===== config.mk =====
export PLATFORM = sky130hd
export DESIGN_NAME = lock_arbiter2
export DESIGN_NICKNAME = d
export VERILOG_FILES = /design/src/rtl/arb_pkg.sv /design/src/rtl/arb_lock_eval.sv /design/src/rtl/arb_rr_pick.sv /design/src/rtl/arb_history.sv /design/src/rtl/lock_arbiter2.sv
export SDC_FILE = /design/constraint.sdc
export NUM_CORES = 1
export LEC_CHECK = 0
export ABC_AREA = 1
export BUFFER_PORTS_ARGS = -buffer_cell sky130_fd_sc_hd__buf_4
export CORE_MARGIN = 2
export CORE_UTILIZATION = 30
export CTS_BUF_LIST = sky130_fd_sc_hd__clkbuf_16
export DETAILED_ROUTE_END_ITERATION = 12
export GPL_TIMING_DRIVEN = 0
export MAX_ROUTING_LAYER = met4
export PLACE_DENSITY = 0.53
export SYNTH_ARGS = -nofsm -noshare
export SYNTH_HDL_FRONTEND = slang
export SYNTH_HIERARCHICAL = 1
export SYNTH_SLANG_ARGS = --single-unit

===== constraint.sdc =====
create_clock -name clk -period 5.65 [get_ports clk]
set_input_delay 0.565 -clock clk [delete_from_list [all_inputs] [get_ports clk]]
set_output_delay 0.565 -clock clk [all_outputs]
set_load 0.02 [all_outputs]

===== src/rtl/arb_pkg.sv =====
package arb_pkg;
  localparam int N_MST = 2;
  typedef logic [N_MST-1:0] mst_vec_t;

  // Round-robin alternative to a one-hot previous winner.
  function automatic mst_vec_t rr_other(input mst_vec_t prev);
    return {prev[0], prev[1]};
  endfunction
endpackage


===== src/rtl/arb_lock_eval.sv =====
module arb_lock_eval
  import arb_pkg::*;
#(
  parameter int ADDR_W = 16
) (
  input  mst_vec_t                      last_master,
  input  mst_vec_t                      req_v,
  input  logic [N_MST-1:0][ADDR_W-1:0]  addr_v,
  input  mst_vec_t                      wr_v,
  input  logic [ADDR_W-1:0]             last_addr,
  input  logic                          last_wr,
  input  logic                          b2b,
  input  logic                          burst_en,
  input  logic                          rmw_en,
  output logic                          hold
);
  localparam logic [ADDR_W-1:0] ONE = ADDR_W'(1);

  logic              cur_req;
  logic [ADDR_W-1:0] cur_addr;
  logic              cur_wr;
  logic              burst_hit;
  logic              rmw_hit;

  // Access currently offered by the previous winner.
  always_comb begin
    cur_req  = 1'b0;
    cur_addr = '0;
    cur_wr   = 1'b0;
    if (last_master[0]) begin
      cur_req  = req_v[0];
      cur_addr = addr_v[0];
      cur_wr   = wr_v[0];
    end else if (last_master[1]) begin
      cur_req  = req_v[1];
      cur_addr = addr_v[1];
      cur_wr   = wr_v[1];
    end
  end

  // Decision restarts from "release" every cycle: pure logic, no storage.
  always_comb begin
    burst_hit = 1'b0;
    rmw_hit   = 1'b0;
    hold      = 1'b0;
    if (b2b && cur_req) begin
      if (burst_en && (cur_addr == last_addr + ONE) && (cur_wr == last_wr))
        burst_hit = 1'b1;
      if (rmw_en && (cur_addr == last_addr) && cur_wr && !last_wr)
        rmw_hit = 1'b1;
      hold = burst_hit | rmw_hit;
    end
  end
endmodule


===== src/rtl/arb_rr_pick.sv =====
module arb_rr_pick
  import arb_pkg::*;
(
  input  mst_vec_t req_v,
  input  mst_vec_t last_master,
  input  logic     hold,
  output mst_vec_t winner
);
  always_comb begin
    winner = '0;
    if (hold) begin
      winner = last_master;
    end else begin
      unique case (req_v)
        2'b01:   winner = 2'b01;
        2'b10:   winner = 2'b10;
        2'b11:   winner = (last_master == '0) ? 2'b01 : rr_other(last_master);
        default: winner = 2'b00;
      endcase
    end
  end
endmodule


===== src/rtl/arb_history.sv =====
module arb_history
  import arb_pkg::*;
#(
  parameter int ADDR_W = 16
) (
  input  logic              clk,
  input  logic              rst,
  input  mst_vec_t          winner,
  input  logic [ADDR_W-1:0] win_addr,
  input  logic              win_wr,
  output mst_vec_t          last_master,
  output logic [ADDR_W-1:0] last_addr,
  output logic              last_wr,
  output logic              b2b
);
  always_ff @(posedge clk) begin
    if (rst) begin
      last_master <= '0;
      last_addr   <= '0;
      last_wr     <= 1'b0;
      b2b         <= 1'b0;
    end else begin
      b2b <= |winner;
      if (|winner) begin
        last_master <= winner;
        last_addr   <= win_addr;
        last_wr     <= win_wr;
      end
    end
  end

  // A recorded winner must persist as a single master.
  assert_hist_onehot_R1: assert property (@(posedge clk) disable iff (rst)
    $onehot0(last_master));
endmodule


===== src/rtl/lock_arbiter2.sv =====
module lock_arbiter2
  import arb_pkg::*;
#(
  parameter int ADDR_W = 16
) (
  input  logic              clk,
  input  logic              rst,
  input  logic              m0_req,
  input  logic [ADDR_W-1:0] m0_addr,
  input  logic              m0_wr,
  input  logic              m1_req,
  input  logic [ADDR_W-1:0] m1_addr,
  input  logic              m1_wr,
  input  logic              burst_lock_en,
  input  logic              rmw_lock_en,
  output logic [1:0]        gnt,
  output logic [ADDR_W-1:0] fwd_addr,
  output logic              fwd_wr
);
  mst_vec_t                     req_v;
  mst_vec_t                     wr_v;
  logic [N_MST-1:0][ADDR_W-1:0] addr_v;
  mst_vec_t                     last_master;
  logic [ADDR_W-1:0]            last_addr;
  logic                         last_wr;
  logic                         b2b;
  logic                         hold;
  mst_vec_t                     winner;
  logic [ADDR_W-1:0]            win_addr;
  logic                         win_wr;

  assign req_v     = {m1_req, m0_req};
  assign wr_v      = {m1_wr, m0_wr};
  assign addr_v[0] = m0_addr;
  assign addr_v[1] = m1_addr;

  arb_lock_eval #(.ADDR_W(ADDR_W)) u_lock (
    .last_master (last_master),
    .req_v       (req_v),
    .addr_v      (addr_v),
    .wr_v        (wr_v),
    .last_addr   (last_addr),
    .last_wr     (last_wr),
    .b2b         (b2b),
    .burst_en    (burst_lock_en),
    .rmw_en      (rmw_lock_en),
    .hold        (hold)
  );

  arb_rr_pick u_pick (
    .req_v       (req_v),
    .last_master (last_master),
    .hold        (hold),
    .winner      (winner)
  );

  always_comb begin
    win_addr = '0;
    win_wr   = 1'b0;
    for (int i = 0; i < N_MST; i++) begin
      if (winner[i]) begin
        win_addr = addr_v[i];
        win_wr   = wr_v[i];
      end
    end
  end

  arb_history #(.ADDR_W(ADDR_W)) u_hist (
    .clk         (clk),
    .rst         (rst),
    .winner      (winner),
    .win_addr    (win_addr),
    .win_wr      (win_wr),
    .last_master (last_master),
    .last_addr   (last_addr),
    .last_wr     (last_wr),
    .b2b         (b2b)
  );

  always_ff @(posedge clk) begin
    if (rst) begin
      gnt      <= '0;
      fwd_addr <= '0;
      fwd_wr   <= 1'b0;
    end else begin
      gnt      <= winner;
      fwd_addr <= win_addr;
      fwd_wr   <= win_wr;
    end
  end

  assert_grant_onehot_R1: assert property (@(posedge clk) disable iff (rst)
    $onehot0(gnt));

  assert_idle_R2: assert property (@(posedge clk) disable iff (rst)
    !$past(rst) && $past(req_v) == 2'b00 |-> gnt == 2'b00 && fwd_addr == '0 && !fwd_wr);

  assert_single_wins_R3: assert property (@(posedge clk) disable iff (rst)
    !$past(rst) && ($past(req_v) == 2'b01 || $past(req_v) == 2'b10) |-> gnt == $past(req_v));

  assert_rr_turn_R4: assert property (@(posedge clk) disable iff (rst)
    !$past(rst) && $past(req_v == 2'b11 && !hold && last_master != 2'b00)
    |-> gnt == {$past(last_master[0]), $past(last_master[1])});

  assert_hold_keeps_R6: assert property (@(posedge clk) disable iff (rst)
    !$past(rst) && $past(hold) |-> gnt == $past(last_master));

  assert_b2b_tracks_R8: assert property (@(posedge clk) disable iff (rst)
    b2b == (|gnt));

  assert_no_lock_disabled_R9: assert property (@(posedge clk) disable iff (rst)
    !$past(rst) && $past(!burst_lock_en && !rmw_lock_en && req_v == 2'b11 && last_master != 2'b00)
    |-> gnt == {$past(last_master[0]), $past(last_master[1])});

  assert_reset_clears_R10: assert property (@(posedge clk)
    $past(rst) && !rst |-> gnt == 2'b00 && fwd_addr == '0 && !fwd_wr && last_master == 2'b00);

  generate
    for (genvar g = 0; g < N_MST; g++) begin : g_chk
      assert_grant_needs_req_R2: assert property (@(posedge clk) disable iff (rst)
        !$past(rst) && gnt[g] |-> $past(req_v[g]));
      assert_fwd_match_R5: assert property (@(posedge clk) disable iff (rst)
        !$past(rst) && gnt[g] |-> fwd_addr == $past(addr_v[g]) && fwd_wr == $past(wr_v[g]));
    end
  endgenerate
endmodule


==> metrics.cfg, run 1 <==
[worst_setup_path]
path_common_cell = nand2_1
critical_path_buf_inv_count = 3
path_max_fanout = 10
cp.required_ps = 5830
cpMaxStageDelayCell = dfxtp_1
max_stage_delay_ps = 530
crit_type = register to register
cp.arrival_ps = 3160
endpoint_kind = register
start_kind = register
critPathTopFamily = simple AND/OR/NAND/NOR gates
crit_chain = buf_4, nand2_1, nand2_2, nand2_1, nand2_1, nand2_1, nor2_1, nand3_1, nor2_1, nand3_1, a21oi_2, nor2_1, nand2_1, nand2_1, buf_4, buf_6, nand3_2, nand2_1, nor2_1, nor2_1

[yosys]
synthesis.area_sq_um = 3117
yosysTopAreaCell = nand2_1
yosysMostFrequentCell = nand2_1
synth-edff-count = 0
syn_inst = 552
synth_cell_types = 28
synth.area.top_cells = nand2_1 (29%), dfxtp_1 (25%), nand3_1 (10%)
synth_commonest_cells = nand2_1 (237), inv_1 (73), nor2_1 (67)
ys_seq_area_frac = 0.2505
synth_area_per_cell_sq_um = 5.646
ys_async_sr_fraction = 0
synth-seq-cells = 39
ys_warn_count = 6
syn_nets = 593
synth.top_cell.area_share = 0.2854
synth_top_flop_cell = dfxtp_1

[clocking]
clk_pin_slew_ps = 60
htreeDepth = 2
cts_resized = 0
hold_buffers = 0
cts_tree = done
cts_setup_buffers = 0
cts.sinks = 39
root_buffer = clkbuf_16
clockBufferDepth = 2
cts_buffers = 5
clock_latency_ps = 290

[detailed_routing]
drtPass1Iterations = 5
wl_microns = 10110
viasPerCell = 4.556
wl_per_cell_microns = 13.45
first_iter_violations = 168
num_vias = 3426
drc = 0
ant_nets = 0

[sta]
maxSlewHeadroom = 0.7583
whs_ps = 476.9
finalSetupTns_ps = 0
min_period_ps = 2982
period_share = 0.5278
finalMaxSlewViolations = 0
timing.fmax_ghz = 0.3353
rsz0062_at_grt = no
tightestPinTransition_ps = 362.1
clock_skew_ps = 5.171
hold_violations = 0
setup_viol = 0

[status]
status = finished clean

[layout]
fillers = 1142
syn_to_final_growth_pct = 23.56
final_cells = 752
fin_area_sq_um = 3851
layout.nets = 658
antenna_cells = 0
drive_above_1_share = 0.1834

[die]
core_sq_um = 10180
die_h_microns = 105.9
initial_core_util = 0.3060
dieArea_sq_um = 11220
rows = 37
pin_count = 59
die_w_microns = 105.9

[grt]
grt_usage = 0.1959
overflow = 0
grt_pass1_vias = 3327
antenna_found_initial = 0
grt_start_max_net_pins = 11
grt_pass1_wl_microns = 16640

[placement]
gp_congestion = 0.9247
dpl_cell_area_sq_um = 3722
numPortBuffers = 58
place_inst = 746
place_hpwl_microns = 7764

[power_and_ir_drop]
p_comb_frac = 0.321
pwr-share-seq = 0.367
p_leak_nw = 2.030
power.share.clock = 0.313
switchingPower_mw = 0.3048
p_sw_frac = 0.3517
intPower_mw = 0.5617
irDropWorstVdd_uv = 99.66
powerDensity_nw_per_um2 = 225.0

[hold_path]
hold_class = input port to register

[job]
cap_viol_max_count = 0

## per-stage QoR
| stage | utilization | setup slack [ps] | total power, mW |
|---|---|---|---|
| 6_report | 0.3781 | 2668 | 0.8665 |
| 5_1_grt | 0.3781 | 2264 | 0.9287 |
| 4_1_cts | 0.3781 | 2688 | 0.8787 |
| 3_5_place_dp | 0.3655 | 2708 | 0.6011 |
| 3_3_place_gp | 0.3655 | 2770 | 0.5959 |
| 2_1_floorplan | - | 3278 | 0.5037 |
## power by group through the flow
stage                     logic [mW]  registers, mW  clock network [mW]
after floorplan                0.175          0.328                   0
after global placement         0.273          0.323                   0
after detailed placement       0.277          0.324                   0
after CTS                      0.278          0.318               0.283
after global routing           0.315          0.322               0.292
final                          0.278          0.318               0.271
## sequential cells by signal, summed over array words and instances (netlist names)
signal,cells
fwd_addr,16
u_hist/b2b,1
gnt,2
u_hist/last_wr,1
u_hist/last_addr,16
u_hist/last_master,2
fwd_wr,1
## final timing paths
path                                       startpoint                    end  slack, ps  cells past startpoint
worst min-delay path                              rst  u_hist/last_master[1]        480                      2
worst max-delay path            u_hist/last_master[1]   u_hist/last_addr[13]       2670                     20
worst min register to register         u_hist/last_wr         u_hist/last_wr        520                      4
worst max register to register  u_hist/last_master[1]   u_hist/last_addr[13]       2670                     20
## logic make-up (layout without fill, tap and decap cells)
logic type | Yosys count | count (layout) | synth area share
and+or+nand+nor | 392 | 392 | 0.5347
buffers and inverters | 94 | 158 | 0.1525
DFF | 39 | 39 | 0.2505
AOI/OAI and AO/OA | 25 | 25 | 0.05540
adders and majority gates | 1 | 1 | 0.004014
xor gates and xnor gates | 1 | 1 | 0.002811
## area by class of cell
cell class	instances	area (sq um)	area share
Multi-Input combinational cell	419	1861	0.4831
Inverter	76	297.8	0.07732
Buffer	18	177.7	0.04613
Tap cell	136	170.2	0.04418
Timing Repair Buffer	58	435.4	0.1131
Clock inverter	1	3.754	0.0009747
Clock buffer	5	125.1	0.03249
Sequential cell	39	780.7	0.2027
## cells in the final DEF, fill, tap and decap left out, drive strengths merged
cell type  Yosys  routed
nand3         74      74
xnor2          1       1
dfxtp         39      39
ha             1       1
nor2          71      71
o211ai         1       1
a21oi         22      22
nand4          1       1
o21ai          1       1
clkbuf         0       5
inv           76      77
nand2        242     242
buf           18      76
a22o           1       1
nand3b         4       4
## worst register-to-register path, delay by kind of cell (launching register included)
kind            cells  cell delay, ps
simple gates       16            1430
buf+inv             3             670
flops               1             530
compound gates      1             250
## routing by layer
metal	up-vias	global-route usage	part of all wire
met5	-	-	0
met4	0	0.06391	0.020
met3	16	0.02698	0.036
met2	77	0.3230	0.48
met1	1516	0.2485	0.47
li1	1817	-	-
Note: power is estimated with default switching activity, not from simulation.
==> inputs of run 2 (changes only) <==
--- a/config.mk
+++ b/config.mk
@@ -5,7 +5,7 @@
 export SDC_FILE = /design/constraint.sdc
 export NUM_CORES = 1
 export LEC_CHECK = 0
-export ABC_AREA = 1
+export ABC_AREA = 0
 export BUFFER_PORTS_ARGS = -buffer_cell sky130_fd_sc_hd__buf_4
 export CORE_MARGIN = 2
 export CORE_UTILIZATION = 30
@@ -13,7 +13,7 @@
 export DETAILED_ROUTE_END_ITERATION = 12
 export GPL_TIMING_DRIVEN = 0
 export MAX_ROUTING_LAYER = met4
-export PLACE_DENSITY = 0.53
+export PLACE_DENSITY = 0.57
 export SYNTH_ARGS = -nofsm -noshare
 export SYNTH_HDL_FRONTEND = slang
 export SYNTH_HIERARCHICAL = 1
==> constraint.sdc (replaced) <==
create_clock -name clk -period 2.68 [get_ports clk]
set_input_delay 0.268 -clock clk [delete_from_list [all_inputs] [get_ports clk]]
set_output_delay 0.268 -clock clk [all_outputs]
set_load 0.02 [all_outputs]
==> run 2 against run 1 <==
- the flow now finishes with violations (negative setup slack)
- fmax fell by 13%
- power rose by 130%
- sequential share of layout area barely moved
- combinational power rose by 120%
- synthesized cell count fell by 44%
- register-to-register slack got worse by 3400 ps
- critical path depth fell by 2
- global-route usage fell by 0.28 points
- setup slack got worse by 3400 ps
- critical path type unchanged
- critical endpoint is now u_hist/last_addr[5]
- largest cell class unchanged
- largest power group is now clock
==> metrics.cfg, run 2 <==
[worst_setup_path]
endpoint_kind = register
crit_chain = nor2b_4, buf_6, buf_6, a22oi_2, xor2_1, xnor2_1, o2111ai_1, or4_4, o22ai_4, buf_6, nor4bb_4, nor2_4, buf_6, buf_8, nand3b_1, nand2_1, o21ai_2, a21oi_1
path_common_cell = buf_6
cpMaxStageDelayCell = or4_4
cp.required_ps = 2880  ; -2950 ps
max_stage_delay_ps = 560  ; +30 ps
path_max_fanout = 8  ; -2
crit_type = register to register
cp.arrival_ps = 3630  ; +470 ps
start_kind = register

[layout]
drive_above_1_share = 0.4681  ; +0.2847
antenna_cells = 0  ; unchanged
syn_to_final_growth_pct = 62.23
final_cell_mix = buf_4 (85), nand2_1 (50), dfxtp_1 (31)
fillers = 756  ; -34%
fin_area_sq_um = 3918  ; +1.7%
final_common_cell = buf_4
layout.nets = 448  ; -32%
regArea_sq_um = 795.8  ; +1.9%
final_util = 0.5043  ; +0.1262
multiInputGateArea_sq_um = 1809  ; -2.8%
reg.largest.list = fwd_addr (16), u_hist/last_addr (16)

[detailed_routing]
drtPass1Iterations = 4  ; -1
wl_per_cell_microns = 17.09  ; +27%
first_iter_violations = 143  ; -15%
ant_nets = 0  ; unchanged
wl_microns = 8715  ; -14%
num_vias = 2671  ; -22%
drc = 0  ; unchanged
viasPerCell = 5.237  ; +15%

[die]
rows = 32  ; -14%
pin_count = 59  ; unchanged
core_sq_um = 7767  ; -24%
die_h_microns = 93.72  ; -12%
die_w_microns = 93.72  ; -12%
dieArea_sq_um = 8783  ; -22%
initial_core_util = 0.3109  ; +0.004870

[grt]
overflow = 0  ; unchanged
grt_pass1_wl_microns = 13060  ; -21%
grt_start_max_net_pins = 16  ; +5
grt_pass1_vias = 2658  ; -20%
antenna_found_initial = 0  ; unchanged
grt_usage = 0.1931  ; -0.002751

[yosys]
ys_warn_count = 6  ; unchanged
synthesis.area_sq_um = 2415  ; -23%
syn_inst = 307  ; -44%
synth_cell_types = 41  ; +46%
synth_commonest_cells = nand2_1 (50), a21oi_1 (39), dfxtp_1 (39)
synth_area_per_cell_sq_um = 7.866  ; +39%
synth.top_cell.area_share = 0.3233  ; +0.03789
yosysTopAreaCell = dfxtp_1
synth_top_flop_cell = dfxtp_1
ys_seq_area_frac = 0.3233  ; +0.07281
synth.area.top_cells = dfxtp_1 (32%), a21oi_1 (8.1%), nand2_1 (7.8%)
ys_async_sr_fraction = 0  ; unchanged
syn_nets = 348  ; -41%
synth-seq-cells = 39  ; unchanged
synth-edff-count = 0  ; unchanged
yosysMostFrequentCell = nand2_1

[sta]
rsz0062_at_grt = yes
hold_violations = 0  ; unchanged
finalMaxSlewViolations = 0  ; unchanged
fin_ws_ps = -754.0  ; -3422 ps
finalSetupTns_ps = -24980  ; -24,980 ps
setup_viol = 39  ; +39
maxSlewHeadroom = 0.5267  ; -0.2315
timing.fmax_ghz = 0.2912  ; -13%
tightestPinTransition_ps = 709.9  ; +347.8 ps
clock_skew_ps = 6.715  ; +1.544 ps
period_share = 1.281  ; +0.7535
min_period_ps = 3434  ; +451.7 ps

[power_and_ir_drop]
p_leak_nw = 1.601  ; -21%
finalPower_mw = 2.023  ; +130%
irDropWorstVdd_uv = 295.0  ; +200%
powerDensity_nw_per_um2 = 516.5  ; +130%

[clocking]
clockBufferDepth = 2  ; unchanged
clock_latency_ps = 280  ; about the same
cts_buffers = 5  ; unchanged
clk_pin_slew_ps = 60  ; about the same
cts.sinks = 39  ; unchanged
cts_tree = done
htreeDepth = 2  ; unchanged
root_buffer = clkbuf_16

[placement]
place_hpwl_microns = 5826  ; -25%
place_ws_ps = -1063  ; -3772 ps
dpl_cell_area_sq_um = 3020  ; -19%
gp_congestion = 0.8231  ; -11%
numPortBuffers = 57  ; -1.7%

[job]
cap_viol_max_count = 0  ; unchanged

[status]
violations = negative setup slack
status = finished, violations left

[hold_path]
hold_class = input port to register

[run 2: cell families (layout without fill, tap and decap cells)]
kind of cell               count (synthesis)  count (layout)  share of synthesized area
buffers and inverters                     24             125                    0.05751
and+or+nand+nor                          128             128                     0.2974
adders and majority gates                  1               1                   0.005181
muxes                                      2               2                   0.008290
DFF                                       39              39                     0.3233
xor gates and xnor gates                  29              29                     0.1052
AOI/OAI and AO/OA                         84              84                     0.2031
[run 2: metal layers]
metal,vias to the layer above,share of wire,global-route usage
met1,1273,0.44,0.2457
met5,-,0,-
met2,94,0.49,0.3220
li1,1296,-,-
met3,8,0.063,0.03612
met4,0,0.0098,0.03986
[run 2: what timing repair did]
action / CTS / global route
endpoints found under the setup margin: 39 / 39
resized for setup: 65 / 54
hold buffers: 0 / 0
pin swaps: 33 / 54
gates cloned: 0 / 2
setup buffers: 22 / 13
[run 2: power breakdown]
part,leakage (nW),total (mW),switching [mW],internal [mW]
Sequential,0.325,0.652,0.0325,0.619
Clock,0.0952,0.768,0.238,0.530
Combinational,1.18,0.604,0.303,0.301
Total,1.60,2.02,0.573,1.45
[run 2: critical path, delay by kind of cell (launching register included)]
family	cells	cell delay, ps
buffers and inverters	5	740
AO/OA/AOI/OAI	5	570
XOR/XNOR	2	380
flip-flops	1	380
AND/OR/NAND/NOR	6	1260
[run 2: path summary, 6_finish.rpt]
path / from / end / slack [ps] / cells past startpoint
hold / removal: m1_addr[15] / fwd_addr[15] / 280 / 3
setup / recovery: u_hist/last_master[0] / u_hist/last_addr[5] / -750 / 18
hold reg to reg: u_hist/last_addr[5] / u_hist/last_addr[5] / 590 / 2
setup reg to reg: u_hist/last_master[0] / u_hist/last_addr[5] / -750 / 18
[run 2: metrics by stage]
| stage | hold WS (ps) | std cells |
|---|---|---|
| 2_1_floorplan | 430.5 | 307 |
| 3_5_place_dp | 513.2 | 466 |
| 6_report | 282.6 | 510 |
| 5_1_grt | 286.3 | 510 |
| 4_1_cts | 275.5 | 496 |
| 3_3_place_gp | 505.6 | 466 |
[run 2: layout make-up]
class	count	area share
flip-flops and latches	39	0.2031
plain buffers	19	0.05270
multi-input cells	244	0.4618
clock buffers	5	0.03194
repair buffers	94	0.1977
clock inverters	3	0.01629
inverters	4	0.003833
well taps	102	0.03258
==> inputs of run 3 (changes only) <==
--- a/config.mk
+++ b/config.mk
@@ -13,7 +13,6 @@
 export DETAILED_ROUTE_END_ITERATION = 12
 export GPL_TIMING_DRIVEN = 0
 export MAX_ROUTING_LAYER = met4
-export PLACE_DENSITY = 0.57
 export SYNTH_ARGS = -nofsm -noshare
 export SYNTH_HDL_FRONTEND = slang
 export SYNTH_HIERARCHICAL = 1
==> run 3 against run 2 <==
- the run still ends with negative setup slack left
- non-clock buffer count decreased by 3
- setup slack better by 1.8 ps
- sequential power about the same
- wire length fell by 3.7%
==> metrics.cfg, run 3 (synthesized netlist as in run 2, its figures left out) <==
[power_and_ir_drop]
powerDensity_nw_per_um2 = 525.8  ; +1.8%
finalPower_mw = 1.974  ; -2.5%
p_leak_nw = 1.554  ; -2.9%
irDropWorstVdd_uv = 380.0  ; +29%

[detailed_routing]
wl_microns = 8390  ; -3.7%
drtPass1Iterations = 4  ; unchanged
viasPerCell = 5.167  ; -1.3%
wl_per_cell_microns = 16.52  ; -3.4%
ant_nets = 0  ; unchanged
drc = 0  ; unchanged
num_vias = 2625  ; -1.7%
first_iter_violations = 102  ; -29%

[sta]
min_period_ps = 3432  ; -1.777 ps
maxSlewHeadroom = 0.6377  ; +0.1110
finalSetupTns_ps = -24760  ; +220.3 ps
clock_skew_ps = 4.489  ; -2.226 ps
fin_ws_ps = -752.2  ; +1.777 ps
whs_ps = 281.0  ; -1.558 ps
finalMaxSlewViolations = 0  ; unchanged
period_share = 1.281  ; about the same
rsz0062_at_grt = yes
timing.fmax_ghz = 0.2914  ; about the same
hold_violations = 0  ; unchanged
setup_viol = 39  ; unchanged
tightestPinTransition_ps = 543.4  ; -166.5 ps

[grt]
overflow = 0  ; unchanged
antenna_found_initial = 0  ; unchanged
grt_usage = 0.1855  ; -0.007614
grt_start_max_net_pins = 13  ; -3
grt_pass1_vias = 2481  ; -6.7%
grt_pass1_wl_microns = 12440  ; -4.8%

[worst_setup_path]
reg2reg_slack_ps = -750  ; about the same
endpoint_kind = register
crit_chain = nor2b_4, buf_6, a22oi_2, xnor2_2, buf_4, buf_4, xor2_1, or4_4, o22ai_4, mux2i_2, nor2_4, buf_6, buf_6, nand3b_1, nand2_1, o21ai_1, a21oi_1
cp.arrival_ps = 3570  ; -60 ps
path_max_fanout = 7  ; -1
crit_type = register to register
cp.required_ps = 2820  ; -60 ps
rr_worst_depth = 17  ; -1
start_kind = register
path_common_cell = buf_6
cpMaxStageDelayCell = or4_4
max_stage_delay_ps = 500  ; -60 ps

[die]
pin_count = 59  ; unchanged
dieArea_sq_um = 8783  ; unchanged
die_w_microns = 93.72  ; unchanged
die_h_microns = 93.72  ; unchanged
rows = 32  ; unchanged
core_sq_um = 7767  ; unchanged
initial_core_util = 0.3109  ; unchanged

[layout]
final_common_cell = buf_4
drive_above_1_share = 0.4212  ; -0.04695
final_cell_mix = buf_4 (88), nand2_1 (49), dfxtp_1 (30)
syn_to_final_growth_pct = 55.44
antenna_cells = 0  ; unchanged
layout.nets = 446  ; -0.45%
reg.largest.list = fwd_addr (16), u_hist/last_addr (16)

[clocking]
cts_tree = done
clk_pin_slew_ps = 60  ; about the same
clock_latency_ps = 280  ; about the same
htreeDepth = 2  ; unchanged
root_buffer = clkbuf_16
clockBufferDepth = 2  ; unchanged
cts.sinks = 39  ; unchanged
hold_buffers = 0  ; unchanged
cts_buffers = 5  ; unchanged

[placement]
numPortBuffers = 57  ; unchanged
gp_congestion = 0.9395  ; +14%
place_hpwl_microns = 5751  ; -1.3%

[hold_path]
hold_class = input port to register
whs_path_depth = 3  ; unchanged

[status]
violations = negative setup slack
status = finished, violations left

[job]
cap_viol_max_count = 0  ; unchanged

## run 3: worst paths after layout
| path | from | to |
|---|---|---|
| worst max register to register | u_hist/last_master[1] | u_hist/last_addr[6] |
| worst min register to register | u_hist/last_addr[5] | u_hist/last_addr[5] |
| worst min-delay path | m1_addr[0] | fwd_addr[0] |
| worst max-delay path | u_hist/last_master[1] | u_hist/last_addr[6] |
## run 3: what timing repair did
item	4_1_cts	5_1_grt
cloned	1	1
buffers inserted	25	11
gates resized for setup	57	31
pin swaps	42	43
endpoints found under the setup margin	39	39
## run 3: critical path: cells and delay by family (launching register included)
family | cells | cell delay (ps)
and+or+nand+nor | 5 | 1050
xor gates and xnor gates | 2 | 310
AOI/OAI and AO/OA | 4 | 500
muxes | 1 | 310
DFF | 1 | 390
buffers and inverters | 5 | 710
## run 3: metrics by stage
step                        util  std cells  worst slack [ps]  instance area, sq um
after floorplan                -        307            -347.9                  2465
after global routing      0.4832        508            -930.4                  3754
after global placement    0.3889        466             -1025                  3020
final                     0.4832        508            -752.2                  3754
after CTS                 0.4634        500            -752.1                  3600
after detailed placement  0.3889        466             -1104                  3020
## run 3: cell type report
| type | count | area [sq um] |
|---|---|---|
| buffer | 18 | 177.7 |
| clock buffer | 5 | 125.1 |
| clock inverter | 3 | 63.81 |
| fill | 766 | 4014 |
| inverter | 4 | 15.01 |
| multi-input combinational | 245 | 1737 |
| sequential | 39 | 802.0 |
| tap | 102 | 127.6 |
| timing repair buffer | 92 | 705.7 |
## run 3: routing by layer
metal  track usage  wire length, microns  share of wire  up-vias
li1              -                     -              -     1294
met1        0.2431                  3723           0.44     1240
met2        0.3113                  4121           0.49       84
met3       0.03291                   490          0.058        7
met4       0.01932                    55         0.0066        0
met5             -                     0              0        -
## run 3: report_power, final
group	leakage, nW	internal, mW	total, mW	switching [mW]
Sequential	0.326	0.618	0.651	0.0325
Combinational	1.13	0.273	0.553	0.280
Clock	0.0952	0.530	0.770	0.240
